==> src/rtl/amem_pkg.sv <==
package amem_pkg;

  typedef enum logic [1:0] {
    ST_IDLE = 2'd0,
    ST_RUN  = 2'd1,
    ST_EXT  = 2'd2
  } seq_state_e;

  // A programmed length of zero still yields a one-cycle strobe.
  function automatic int unsigned eff_len(input int unsigned raw);
    return (raw == 0) ? 1 : raw;
  endfunction

  // Ready is asserted when the line sits at the bank's active level.
  function automatic logic rdy_seen(input logic raw, input logic pol);
    return raw == pol;
  endfunction

endpackage

==> src/rtl/amem_len_sel.sv <==
module amem_len_sel #(
  parameter int NUM_BANKS = 4,
  parameter int CNT_W     = 4,
  parameter int BANK_W    = 2
) (
  input  logic [BANK_W-1:0]          bank_i,
  input  logic                       write_i,
  input  logic [NUM_BANKS*CNT_W-1:0] rd_len_cfg,
  input  logic [NUM_BANKS*CNT_W-1:0] wr_len_cfg,
  output logic [CNT_W-1:0]           len_o
);
  logic [CNT_W-1:0] rd_a [NUM_BANKS];
  logic [CNT_W-1:0] wr_a [NUM_BANKS];

  for (genvar g = 0; g < NUM_BANKS; g++) begin : g_unpack
    assign rd_a[g] = rd_len_cfg[g*CNT_W +: CNT_W];
    assign wr_a[g] = wr_len_cfg[g*CNT_W +: CNT_W];
  end

  logic [CNT_W-1:0] raw_len;
  always_comb begin
    raw_len = write_i ? wr_a[bank_i] : rd_a[bank_i];
    len_o   = CNT_W'(amem_pkg::eff_len(32'(raw_len)));
  end
endmodule

==> src/rtl/amem_rdy_sel.sv <==
module amem_rdy_sel #(
  parameter int NUM_BANKS = 4,
  parameter int BANK_W    = 2
) (
  input  logic [BANK_W-1:0]    bank_i,
  input  logic [NUM_BANKS-1:0] rdy_en_cfg,
  input  logic [NUM_BANKS-1:0] rdy_pol_cfg,
  input  logic                 ext_rdy,
  output logic                 en_o,
  output logic                 hit_o
);
  always_comb begin
    en_o  = rdy_en_cfg[bank_i];
    hit_o = amem_pkg::rdy_seen(ext_rdy, rdy_pol_cfg[bank_i]);
  end
endmodule

==> src/rtl/amem_countdown.sv <==
module amem_countdown #(
  parameter int CNT_W = 4
) (
  input  logic             clk,
  input  logic             rst_n,
  input  logic             load_i,
  input  logic [CNT_W-1:0] load_val_i,
  input  logic             step_i,
  output logic [CNT_W-1:0] cnt_o,
  output logic             last_o
);
  always_ff @(posedge clk or negedge rst_n) begin
    if (!rst_n)                     cnt_o <= '0;
    else if (load_i)                cnt_o <= load_val_i;
    else if (step_i && cnt_o != '0) cnt_o <= cnt_o - 1'b1;
  end

  assign last_o = (cnt_o == CNT_W'(1));
endmodule

==> src/rtl/amem_strobe_seq.sv <==
module amem_strobe_seq #(
  parameter int NUM_BANKS = 4,
  parameter int CNT_W     = 4,
  localparam int BANK_W   = (NUM_BANKS > 1) ? $clog2(NUM_BANKS) : 1
) (
  input  logic                       clk,
  input  logic                       rst_n,
  input  logic                       req_valid,
  input  logic [BANK_W-1:0]          req_bank,
  input  logic                       req_write,
  input  logic [NUM_BANKS*CNT_W-1:0] rd_len_cfg,
  input  logic [NUM_BANKS*CNT_W-1:0] wr_len_cfg,
  input  logic [NUM_BANKS-1:0]       rdy_en_cfg,
  input  logic [NUM_BANKS-1:0]       rdy_pol_cfg,
  input  logic                       ext_rdy,
  output logic                       req_ready,
  output logic                       rd_strobe_n,
  output logic                       wr_strobe_n,
  output logic                       done
);
  import amem_pkg::*;

  seq_state_e        state_q;
  logic [BANK_W-1:0] bank_q;
  logic              wr_q;
  logic              done_q;

  // Named internal events, used by the bound checker.
  logic             accept;
  logic             sample_pt;
  logic             ext_phase;
  logic             ext_allowed;
  logic             rdy_hit;
  logic             finish;
  logic [CNT_W-1:0] load_len;
  logic [CNT_W-1:0] cnt;
  logic             cnt_last;

  amem_len_sel #(.NUM_BANKS(NUM_BANKS), .CNT_W(CNT_W), .BANK_W(BANK_W)) u_len (
    .bank_i     (req_bank),
    .write_i    (req_write),
    .rd_len_cfg (rd_len_cfg),
    .wr_len_cfg (wr_len_cfg),
    .len_o      (load_len)
  );

  amem_rdy_sel #(.NUM_BANKS(NUM_BANKS), .BANK_W(BANK_W)) u_rdy (
    .bank_i      (bank_q),
    .rdy_en_cfg  (rdy_en_cfg),
    .rdy_pol_cfg (rdy_pol_cfg),
    .ext_rdy     (ext_rdy),
    .en_o        (ext_allowed),
    .hit_o       (rdy_hit)
  );

  amem_countdown #(.CNT_W(CNT_W)) u_cnt (
    .clk        (clk),
    .rst_n      (rst_n),
    .load_i     (accept),
    .load_val_i (load_len),
    .step_i     (state_q == ST_RUN),
    .cnt_o      (cnt),
    .last_o     (cnt_last)
  );

  always_comb begin
    accept    = req_valid && (state_q == ST_IDLE);
    sample_pt = (state_q == ST_RUN) && cnt_last;
    ext_phase = (state_q == ST_EXT);
    finish    = (sample_pt && (!ext_allowed || rdy_hit)) || (ext_phase && rdy_hit);
  end

  always_ff @(posedge clk or negedge rst_n) begin
    if (!rst_n) begin
      state_q <= ST_IDLE;
      bank_q  <= '0;
      wr_q    <= 1'b0;
      done_q  <= 1'b0;
    end else begin
      done_q <= finish;
      unique case (state_q)
        ST_IDLE: if (accept) begin
          state_q <= ST_RUN;
          bank_q  <= req_bank;
          wr_q    <= req_write;
        end
        ST_RUN: if (finish)         state_q <= ST_IDLE;
                else if (sample_pt) state_q <= ST_EXT;
        ST_EXT: if (finish)         state_q <= ST_IDLE;
        default:                    state_q <= ST_IDLE;
      endcase
    end
  end

  assign req_ready   = (state_q == ST_IDLE);
  assign rd_strobe_n = !((state_q != ST_IDLE) && !wr_q);
  assign wr_strobe_n = !((state_q != ST_IDLE) && wr_q);
  assign done        = done_q;
endmodule

==> config.mk <==
export PLATFORM = sky130hd
export DESIGN_NAME = amem_strobe_seq
export DESIGN_NICKNAME = d
export VERILOG_FILES = /design/src/rtl/amem_pkg.sv /design/src/rtl/amem_len_sel.sv /design/src/rtl/amem_rdy_sel.sv /design/src/rtl/amem_countdown.sv /design/src/rtl/amem_strobe_seq.sv
export SDC_FILE = /design/constraint.sdc
export NUM_CORES = 1
export LEC_CHECK = 0
export ABC_AREA = 1
export BUFFER_PORTS_ARGS = -buffer_cell sky130_fd_sc_hd__buf_2
export CAP_MARGIN = 0
export CORE_MARGIN = 2
export CORE_UTILIZATION = 45
export DETAILED_ROUTE_END_ITERATION = 10
export GPL_ROUTABILITY_DRIVEN = 0
export PLACE_DENSITY = 0.79
export SLEW_MARGIN = 10
export SYNTH_ARGS = -nofsm -noshare
export SYNTH_HDL_FRONTEND = slang
export SYNTH_SLANG_ARGS = --single-unit
==> constraint.sdc <==
create_clock -name clk -period 1.55 [get_ports clk]
set_input_delay 0.155 -clock clk [delete_from_list [all_inputs] [get_ports clk]]
set_output_delay 0.155 -clock clk [all_outputs]
set_load 0.02 [all_outputs]
## Word-level counts from Yosys, hierarchy flattened

Index checks and enable logic that the tools add are counted.
Widths: inputs -> output; s select.

| word-level totals | value |
|---|---|
| bits in registers | 10 |
| bits of input ports | 47 |
| word-level logic and storage cells | 55 |

| cells by class | value |
|---|---|
| $add $sub $neg | 1 |
| order comparisons | 2 |
| equal/unequal tests | 7 |
| bitwise logic cells | 1 |
| reductions and logical operators | 20 |
| mux-type cells | 19 |

Operators with widths:

| operator | count |
|---|---|
| $mux 4 | 8 |
| $bmux 4 s2 | 2 |
| $mux 2 | 4 |
| $logic_and 1x1->1 | 7 |
| $pmux 2 s3 | 1 |
| $bmux 1 s2 | 2 |
| $eq 4x1->1 const B | 1 |
| $logic_not 1->1 | 4 |
| $logic_not 4->1 | 1 |
| $ne 2x1->1 const B | 2 |
| $reduce_bool 2->1 | 2 |
| $reduce_bool 4->1 | 1 |
| $sub 4x1->4 const B | 1 |
| $ge 3x3->1 const B | 1 |
| $lt 2x3->1 const B | 1 |
| $ne 3x3->1 const B | 1 |
| $not 2->3 | 1 |
| $reduce_and 3->1 | 1 |
| $eq 2x1->1 const B | 1 |
| $eq 2x2->1 const B | 1 |
| $logic_not 2->1 | 1 |
| $logic_or 1x1->1 | 2 |
| $mux 1 | 2 |
| $reduce_and 2->1 | 1 |
| $eq 1x1->1 | 1 |

## Depth between registers and ports, before layout

Gate-level depths: netlist of run 1.

| logic depth | value |
|---|---|
| depth in word-level cells | 8 |
| gate-level depth with buffers | 11 |
| mapped depth without buffers | 9 |

## Hierarchy

Synthesis of run 1 repeated with hierarchy kept, for this count alone.

| second synthesis, totals | value |
|---|---|
| cells, all modules | 185 |
| area, all modules | 1102.3 µm² |

By module, submodules not included:

| module | cells an instance | area each (µm²) | times used |
|---|---|---|---|
| amem_len_sel | 92 | 445.4 | 1 |
| amem_strobe_seq | 38 | 294.0 | 1 |
| amem_countdown | 37 | 281.5 | 1 |
| amem_rdy_sel | 18 | 81.3 | 1 |

## Worst setup path before layout of run 1

OpenSTA, ideal clock, no wires.

| path | value |
|---|---|
| kind | register to register |
| start | register state_q[0] |
| end | register u_cnt.cnt_o[0] |
| stages on the path, launching flop included | 8 |
| period minus slack after synthesis | 1.295 ns |
| path slack | 0.255 ns |
| required time | 1.433 ns |
| arrival | 1.179 ns |
| path buffers | 0 |
| path through | dfrtp_1 -> nor2_2 -> nand2_1 -> inv_1 -> and3_1 -> nand2_1 -> nand2_1 -> nand2_1 |

| between the ends | value |
|---|---|
| longest elaborated chain between the ends | 3 |
| elaborated cells between the ends (all ways) | 6 |
| classes of those cells | eq/ne: 1; mux: 1; reduce/logical: 4 |

Ends and longest elaborated chain:

| element | RTL line | text |
|---|---|---|
| start, declared | amem_strobe_seq.sv:23 | `seq_state_e state_q;` |
| start signal, assigned | amem_strobe_seq.sv:75 | `state_q <= ST_IDLE;` |
| start signal, assigned | amem_strobe_seq.sv:83 | `state_q <= ST_RUN;` |
| start signal, assigned | amem_strobe_seq.sv:87 | `ST_RUN: if (finish) state_q <= ST_IDLE;` |
| $logic_not 2->1 * | - |  |
| named net req_ready | amem_strobe_seq.sv:16 | `output logic req_ready,` |
| $logic_and 1x1->1 * | amem_strobe_seq.sv:67 | `accept = req_valid && (state_q == ST_IDLE);` |
| $mux 4 / $reduce_bool 2->1 (equally long branches) | - |  |
| end signal, assigned | amem_countdown.sv:14 | `else if (load_i) cnt_o <= load_val_i;` |
| end signal, assigned | amem_countdown.sv:15 | `else if (step_i && cnt_o != '0) cnt_o <= cnt_o - 1'b1;` |
| end, declared | amem_countdown.sv:9 | `output logic [CNT_W-1:0] cnt_o,` |

The timed path passes the listed nets; every way through them passes the cells marked *.
A chain may end at the register's enable or synchronous reset.

## Worst setup path in the final report of run 1

| path | value |
|---|---|
| start | register u_cnt.cnt_o[0] |
| end | register state_q[1] |

| between the ends | value |
|---|---|
| longest elaborated chain between the ends | 6 |
| elaborated cells between the ends (all ways) | 9 |
| classes of those cells | eq/ne: 3; mux: 2; reduce/logical: 4 |

Ends and longest elaborated chain:

| element | RTL line | text |
|---|---|---|
| $eq 4x1->1 * | amem_countdown.sv:18 | `assign last_o = (cnt_o == CNT_W'(1));` |
| $logic_and 1x1->1 * | amem_strobe_seq.sv:68 | `sample_pt = (state_q == ST_RUN) && cnt_last;` |
| $logic_and 1x1->1 | amem_strobe_seq.sv:70 | `finish = (sample_pt && (!ext_allowed \|\| rdy_hit)) \|\| (ext_phase && rdy_hit);` |
| $logic_or 1x1->1 | amem_strobe_seq.sv:70 |  |
| $ne 3x3->1 (no line), or another cell as far along | - |  |
| $reduce_and 3->1 (no line) / $pmux 2 s3 (equally long branches) | - |  |

Every way passes the cells marked *; elsewhere a longest branch is shown, timed or not.

==> results of run 1 <==
worst min-delay path: stages:
cell and delay, ns:
buf_2 0.09, o21a_1 0.11, o211ai_1 0.08, inv_1 0.05
cell usage after synthesis:
| library cell | instances |
|---|---|
| clkbuf_1 | 1 |
| a21oi_1 | 2 |
| inv_6 | 1 |
| o221ai_1 | 1 |
| buf_6 | 2 |
| nand2_1 | 61 |
| buf_8 | 1 |
| ha_1 | 2 |
| nand2_2 | 3 |
| inv_1 | 37 |
| nand3_1 | 33 |
| nand3_2 | 1 |
| dfrtp_1 | 10 |
| nor2_1 | 7 |
| and3_1 | 1 |
| xnor2_1 | 1 |
| buf_2 | 1 |
| o21ai_0 | 7 |
| o211ai_1 | 1 |
| o21a_1 | 1 |
| nor2_2 | 1 |
| or2_2 | 2 |
cell families (layout without fill, tap and decap cells):
| group | Yosys count | in the layout | synth area share |
|---|---|---|---|
| XOR/XNOR | 1 | 1 | 0.00858 |
| adder cells (fa/ha/maj) | 2 | 2 | 0.0245 |
| AND/OR/NAND/NOR | 109 | 109 | 0.464 |
| AO/OA/AOI/OAI | 12 | 12 | 0.0674 |
| buffers and inverters | 43 | 95 | 0.190 |
| flip-flops | 10 | 10 | 0.245 |
through the flow:
stage                     instances  setup slack [ns]
after CTS                       256             0.160
after global routing            257            0.0605
after detailed placement        251             0.168
final                           257             0.172
after global placement          251             0.243
after floorplan                 177             0.255
layout make-up:
type / count / area (um2) / share of cell area
Tap cell: 28 / 35.0 / 0.0265
Clock buffer: 4 / 36.3 / 0.0275
Timing Repair Buffer: 53 / 275 / 0.208
Inverter: 38 / 148 / 0.112
Multi-Input combinational cell: 124 / 577 / 0.437
Sequential cell: 10 / 250 / 0.189
metal layers:
metal | vias up | wire, um
li1 | 646 | -
met3 | 5 | 116
met5 | - | 0
met2 | 40 | 1070
met4 | 0 | 42
met1 | 499 | 1030
where the power goes:
group          switching (mW)  internal, mW
Combinational           0.540         0.380
Clock                  0.0996         0.143
Sequential             0.0834         0.385
worst max-delay path by stage:
stage                         startpoint             end  cells after the start
after floorplan               state_q[0]  u_cnt.cnt_o[0]                      7
after global placement    u_cnt.cnt_o[0]  u_cnt.cnt_o[3]                      8
after detailed placement  u_cnt.cnt_o[0]  u_cnt.cnt_o[3]                      8
after CTS                 u_cnt.cnt_o[0]  u_cnt.cnt_o[3]                      8
after global routing      u_cnt.cnt_o[0]      state_q[1]                      8
final                     u_cnt.cnt_o[0]      state_q[1]                      8
timing repair:
item / 4_1_cts / 5_1_grt
setup endpoints to repair: 0 / 1
endpoints found under the hold margin: 10 / 0
hold buffers: 1 / 0
setup buffers: 0 / 1
registers in the layout (all words and copies together) (netlist names):
register / count
done: 1
bank_q: 2
state_q: 2
wr_q: 1
u_cnt.cnt_o: 4
==> summary.md, run 1 <==
| Metric | Value |
|---|---|
| Syn_area_per_cell | around 5.8 um2 |
| Synth area leader | dfrtp_1 |
| Fin. Hold Viols | 0 |
| Post-DP HPWL | 1.87 mm |
| Depth of the worst register-to-register path | 8 |
| Post-route DRC | 0 |
| Commonest cells after routing, fill and taps aside | nand2_1 (61), buf_2 (50), inv_1 (37) |
| Rel. slew slack | 0.772 |
| Post-Synthesis Cells | around 180 |
| Tcrit/Tclk final | 0.889 |
| Setup Skew | approximately 0.0022 ns |
| R2r setup slk | 0.17 ns |
| Critical path arrival | roughly 1.6 ns |
| DRT iter0 DRCs | 9 |
| Antenna violations before repair | 0 |
| Worst Hold Slack | 0.240 ns |
| Power Density | around 1200 nW/um2 |
| Worst hold path type | in2reg |
| Area growth from synthesis to layout | 29.4% |
| Worst hold path cell count | 4 |
| Pwr Total | ~1.6 mW |
| DRT Pass-1 Iters | 4 |
| Worst r2r src | u_cnt.cnt_o[0] |
| Vias per std cell | between 4 and 5 |
| Drt total wl | roughly 2.3 mm |
| Fin nets | between 200 and 300 |
| Critical path's slowest cell | dfrtp_1 |
| Design area | approximately 1300 um2 |
| Post-route ant nets | 0 |
| Grt ovf | 0 |
| CP Capture Type | flop |
| Total CTS buffers | 3 |
| Crit path max-delay family | simple AND/OR/NAND/NOR gates |
| Commonest non-fill, non-tap cell in the layout | nand2_1 |
| Slowest Stage Delay on Critical Path | about 0.38 ns |
| Initial core utilization | 0.471 |
| Number of H-tree levels | 1 |
| Met3 Use GR | 0.0201 |
| Sink Count | 10 |
| Layout cells sized above 1 | 0.279 |
| Met2 GRT Util | 0.363 |
| Clock transition at path regs | roughly 0.070 ns |
| Ys Warns | 0 |
| Crit path buf inv count | 2 |
| Placement Rows | 17 |
| CP Cell Sequence | buf_4 -> ha_1 -> nand3_1 -> nor2_1 -> or2_2 -> nand2_1 -> o211ai_1 -> inv_1 |
| Hold wc startpoint | req_valid |
| Die Area | 2670 um2 |
| Minimum clock period | around 1.4 ns |
| Setup TNS | 0 ns |
| Synthesized net count | about 230 |
| Post-Syn Area | about 1000 um2 |
| Status | finished clean |
| WP data required | 1.77 ns |
| Antenna cells | 0 |
| Slew Viols, Final | 0 |
| # fillers | roughly 230 |
| Fin util | 0.609 |
| Synth cell types | 22 |
| Leak Pwr | 0.845 nW |
| Top post-synthesis cells by area | dfrtp_1 (25%), nand2_1 (22%), nand3_1 (16%) |
| Grt peak-use layer | met2 |
| Clock latency on the worst-skew pair | 0.28 ns |
| Final setup fails | 0 |
| Die height | 51.6 um |
| Critical Path Fanout Max | 3 |
| GRT Util Overall | 0.200 |
| Clk root buf | clkbuf_4 |
| Vias | ~1200 |
| Max-cap violations | 0 |
| Placed cell area | about 1300 um2 |
| RSZ-0062 raised after global routing | no |
| Slew at the pin closest to its max-slew limit | about 0.34 ns |
| Die W | 51.6 um |
| CTS tree | built |
| Largest net degree at the start of global routing | 20 |
| Core Footprint | between 2000 and 2500 um2 |
| Routed length per placed instance | around 9 um |
| Min-Delay Endpoint | state_q[1] |
| Critical Path Source Type | flop |
| Met1 usage | 0.232 |
| Seq cells post-synth | 10 |
| Vias in the first global route | approximately 1100 |
| RR Endpoint | state_q[1] |
| Peak supply drop | between 600 and 700 uV |
| Bufs on Longest Clock Path | 2 |
| Area share of the largest cell type after synthesis | 0.245 |
| Sequential share of the synthesized area | 0.245 |
| Critical path type | reg2reg |
| First-pass GRT wire length | between 4 and 5 mm |
| I/O pin cnt | about 50 |
| IO Port Bufs | 50 |
| Fmax | a little over 0.7 GHz |
| Resized cells post-CTS | 0 |
No activity file was read; power rests on OpenSTA's default activity.
==> inputs of run 2 (changes only) <==
--- a/config.mk
+++ b/config.mk
@@ -8,7 +8,7 @@
 export ABC_AREA = 1
 export BUFFER_PORTS_ARGS = -buffer_cell sky130_fd_sc_hd__buf_2
 export CAP_MARGIN = 0
-export CORE_MARGIN = 2
+export CORE_MARGIN = 10
 export CORE_UTILIZATION = 45
 export DETAILED_ROUTE_END_ITERATION = 10
 export GPL_ROUTABILITY_DRIVEN = 0
==> constraint.sdc (replaced) <==
create_clock -name clk -period 1.55 [get_ports clk]
set_input_delay 0.155 -clock clk [delete_from_list [all_inputs] [get_ports clk]]
set_output_delay 0.155 -clock clk [all_outputs]
set_load 0.05 [all_outputs]
==> summary.md, run 2 (synthesis results as in run 1) <==
| Metric | Value |
|---|---|
| Status | finished clean |
| Sink Count | 10 (unchanged) |
| Core Footprint | 2190 um2 (+0.98%) |
| CP startpoint | state_q[0] |
| Clock latency on the worst-skew pair | 0.27 ns (about the same) |
| Total CTS buffers | 3 (unchanged) |
| Vias per std cell | 4.71 (+1.7%) |
| Fin nets | 278 (-0.36%) |
| Clk root buf | clkbuf_4 |
| Setup repair bufs after CTS | 0 (unchanged) |
| Hold wc startpoint | req_valid |
| Worst hold path type | in2reg |
| Post-DP HPWL | 2.29 mm (+22%) |
| DRT Pass-1 Iters | 5 (+1) |
| Placement Rows | 17 (unchanged) |
| Internal | 853 uW (-6.1%) |
| CTS tree | built |
| Max FFs per register | 4 (unchanged) |
| Slew at the pin closest to its max-slew limit | 0.363 ns (+0.0208 ns) |
| DRT iter0 DRCs | 58 (+49) |
| Post-route DRC | 0 (unchanged) |
| Setup Skew | 0.00186 ns (-0.000351 ns) |
| Worst Hold Slack | 0.259 ns (+0.0188 ns) |
| Fin. Hold Viols | 0 (unchanged) |
| IO Port Bufs | 50 (unchanged) |
| Number of H-tree levels | 1 (unchanged) |
| Initial core utilization | 0.466 (-0.00457) |
| Leak Pwr | 0.834 nW (-1.3%) |
| Clock Power Share | 0.104 (-0.045) |
| Vias in the first global route | 1130 (+4.2%) |
| Power Density | 1310 nW/um2 (+5.8%) |
| Grt ovf | 0 (unchanged) |
| Peak supply drop | 1130 uV (+71%) |
| Vias | 1201 (+0.92%) |
| Tcrit/Tclk final | 0.873 (-0.0164) |
| Fmax | 0.739 GHz (+1.9%) |
| Clock transition at path regs | 0.06 ns (about the same) |
| Die W | 67.6 um (+31%) |
| Critical path type | reg2out |
| GRT Util Overall | 0.126 (-0.0735) |
| Die Area | 4570 um2 (+72%) |
| Commonest cells after routing, fill and taps aside | nand2_1 (60), buf_2 (50), inv_1 (37) |
| Gate power share | 0.612 (+0.048) |
| I/O pin cnt | 51 (unchanged) |
| Antenna cells | 0 (unchanged) |
| Routed length per placed instance | 10.8 um (+23%) |
| Largest Register | u_cnt.cnt_o |
| Minimum clock period | 1.35 ns (-0.0254 ns) |
| Bufs on Longest Clock Path | 2 (unchanged) |
| Critical Path Source Type | flop |
| Critical path arrival | 1.20 ns (-0.40 ns) |
| RSZ-0062 raised after global routing | no |
| Largest net degree at the start of global routing | 20 (unchanged) |
| WP data required | 1.39 ns (-0.38 ns) |
| Area growth from synthesis to layout | 28.1% |
| Final setup fails | 0 (unchanged) |
| # fillers | 233 (+3.6%) |
| Setup TNS | 0 ns (unchanged) |
| Critical Path Fanout Max | 4 (+1) |
| Sequential share of power | 0.284 (-0.003) |
| Setup ws final | 0.197 ns (+0.0254 ns) |
| Sw frac | 0.500 (+0.0571) |
| Pwr Total | 1.71 mW (+4.7%) |
| Rel. slew slack | 0.758 (-0.0139) |
| Regs by FF count | u_cnt.cnt_o (4), bank_q (2), state_q (2) |
| Slew Viols, Final | 0 (unchanged) |
| Sw power | 854 uW (+18%) |
| Worst r2r src | u_cnt.cnt_o[0] |
| CP Capture Type | primary output |
| Setup WS pre-CTS | 0.190 ns (+0.0219 ns) |
| First-pass GRT wire length | 4.75 mm (+16%) |
| Commonest non-fill, non-tap cell in the layout | nand2_1 |
| Drt total wl | 2.75 mm (+22%) |
| Max-cap violations | 0 (unchanged) |
| Post-route ant nets | 0 (unchanged) |
| Die height | 67.6 um (+31%) |
| Layout cells sized above 1 | 0.278 (-0.00194) |
| Antenna violations before repair | 0 (unchanged) |
run 2: layout make-up:
class | instances | area [um2] | share of cell area
Inverter | 38 | 148 | 0.113
Timing Repair Buffer | 52 | 268 | 0.205
Tap cell | 28 | 35.0 | 0.0268
Multi-Input combinational cell | 124 | 584 | 0.447
Clock buffer | 3 | 22.5 | 0.0172
Sequential cell | 10 | 250 | 0.191
run 2: worst paths after layout:
| kind | endpoint | slack [ns] | cells after the start |
|---|---|---|---|
| setup / recovery | rd_strobe_n | 0.20 | 3 |
| hold / removal | state_q[1] | 0.26 | 4 |
| setup reg to reg | u_cnt.cnt_o[3] | 0.21 | 8 |
| hold reg to reg | wr_q | 0.52 | 2 |
| max in group asynchronous | state_q[1] | 1.08 | 2 |
| min in group asynchronous | bank_q[1] | 0.28 | 2 |
run 2: timing repair:
item / CTS / global route
setup endpoints to repair: 0 / 2
gates resized for setup: 0 / 3
hold buffers: 1 / 0
endpoints found under the hold margin: 10 / 0
run 2: critical path, cell delays in order (launching register included):
cell     delay, ns
dfrtp_1       0.40
nor2_4        0.06
or2_2         0.26
buf_2         0.21
run 2: stage by stage:
stage | util | instance area [um2] | instances
after floorplan | - | 1030 | 177
after global placement | 0.581 | 1270 | 251
after detailed placement | 0.581 | 1270 | 251
after CTS | 0.596 | 1310 | 255
after global routing | 0.597 | 1310 | 255
final | 0.597 | 1310 | 255
run 2: power by group through the flow:
stage / clock network (mW) / registers [mW] / logic (mW)
2_1_floorplan: 0 / 0.492 / 0.787
3_3_place_gp: 0 / 0.486 / 1.02
3_5_place_dp: 0 / 0.488 / 1.03
4_1_cts: 0.183 / 0.483 / 1.04
5_1_grt: 0.197 / 0.504 / 1.20
6_report: 0.177 / 0.484 / 1.05
run 2: per-layer routing:
layer	routed length (um)	share of wire	GRT usage	vias to the layer above
li1	-	-	-	639
met1	1200	0.44	0.151	509
met2	1250	0.46	0.211	51
met3	287	0.10	0.0529	2
met4	6	0.0022	0.0154	0
met5	0	0	0	-
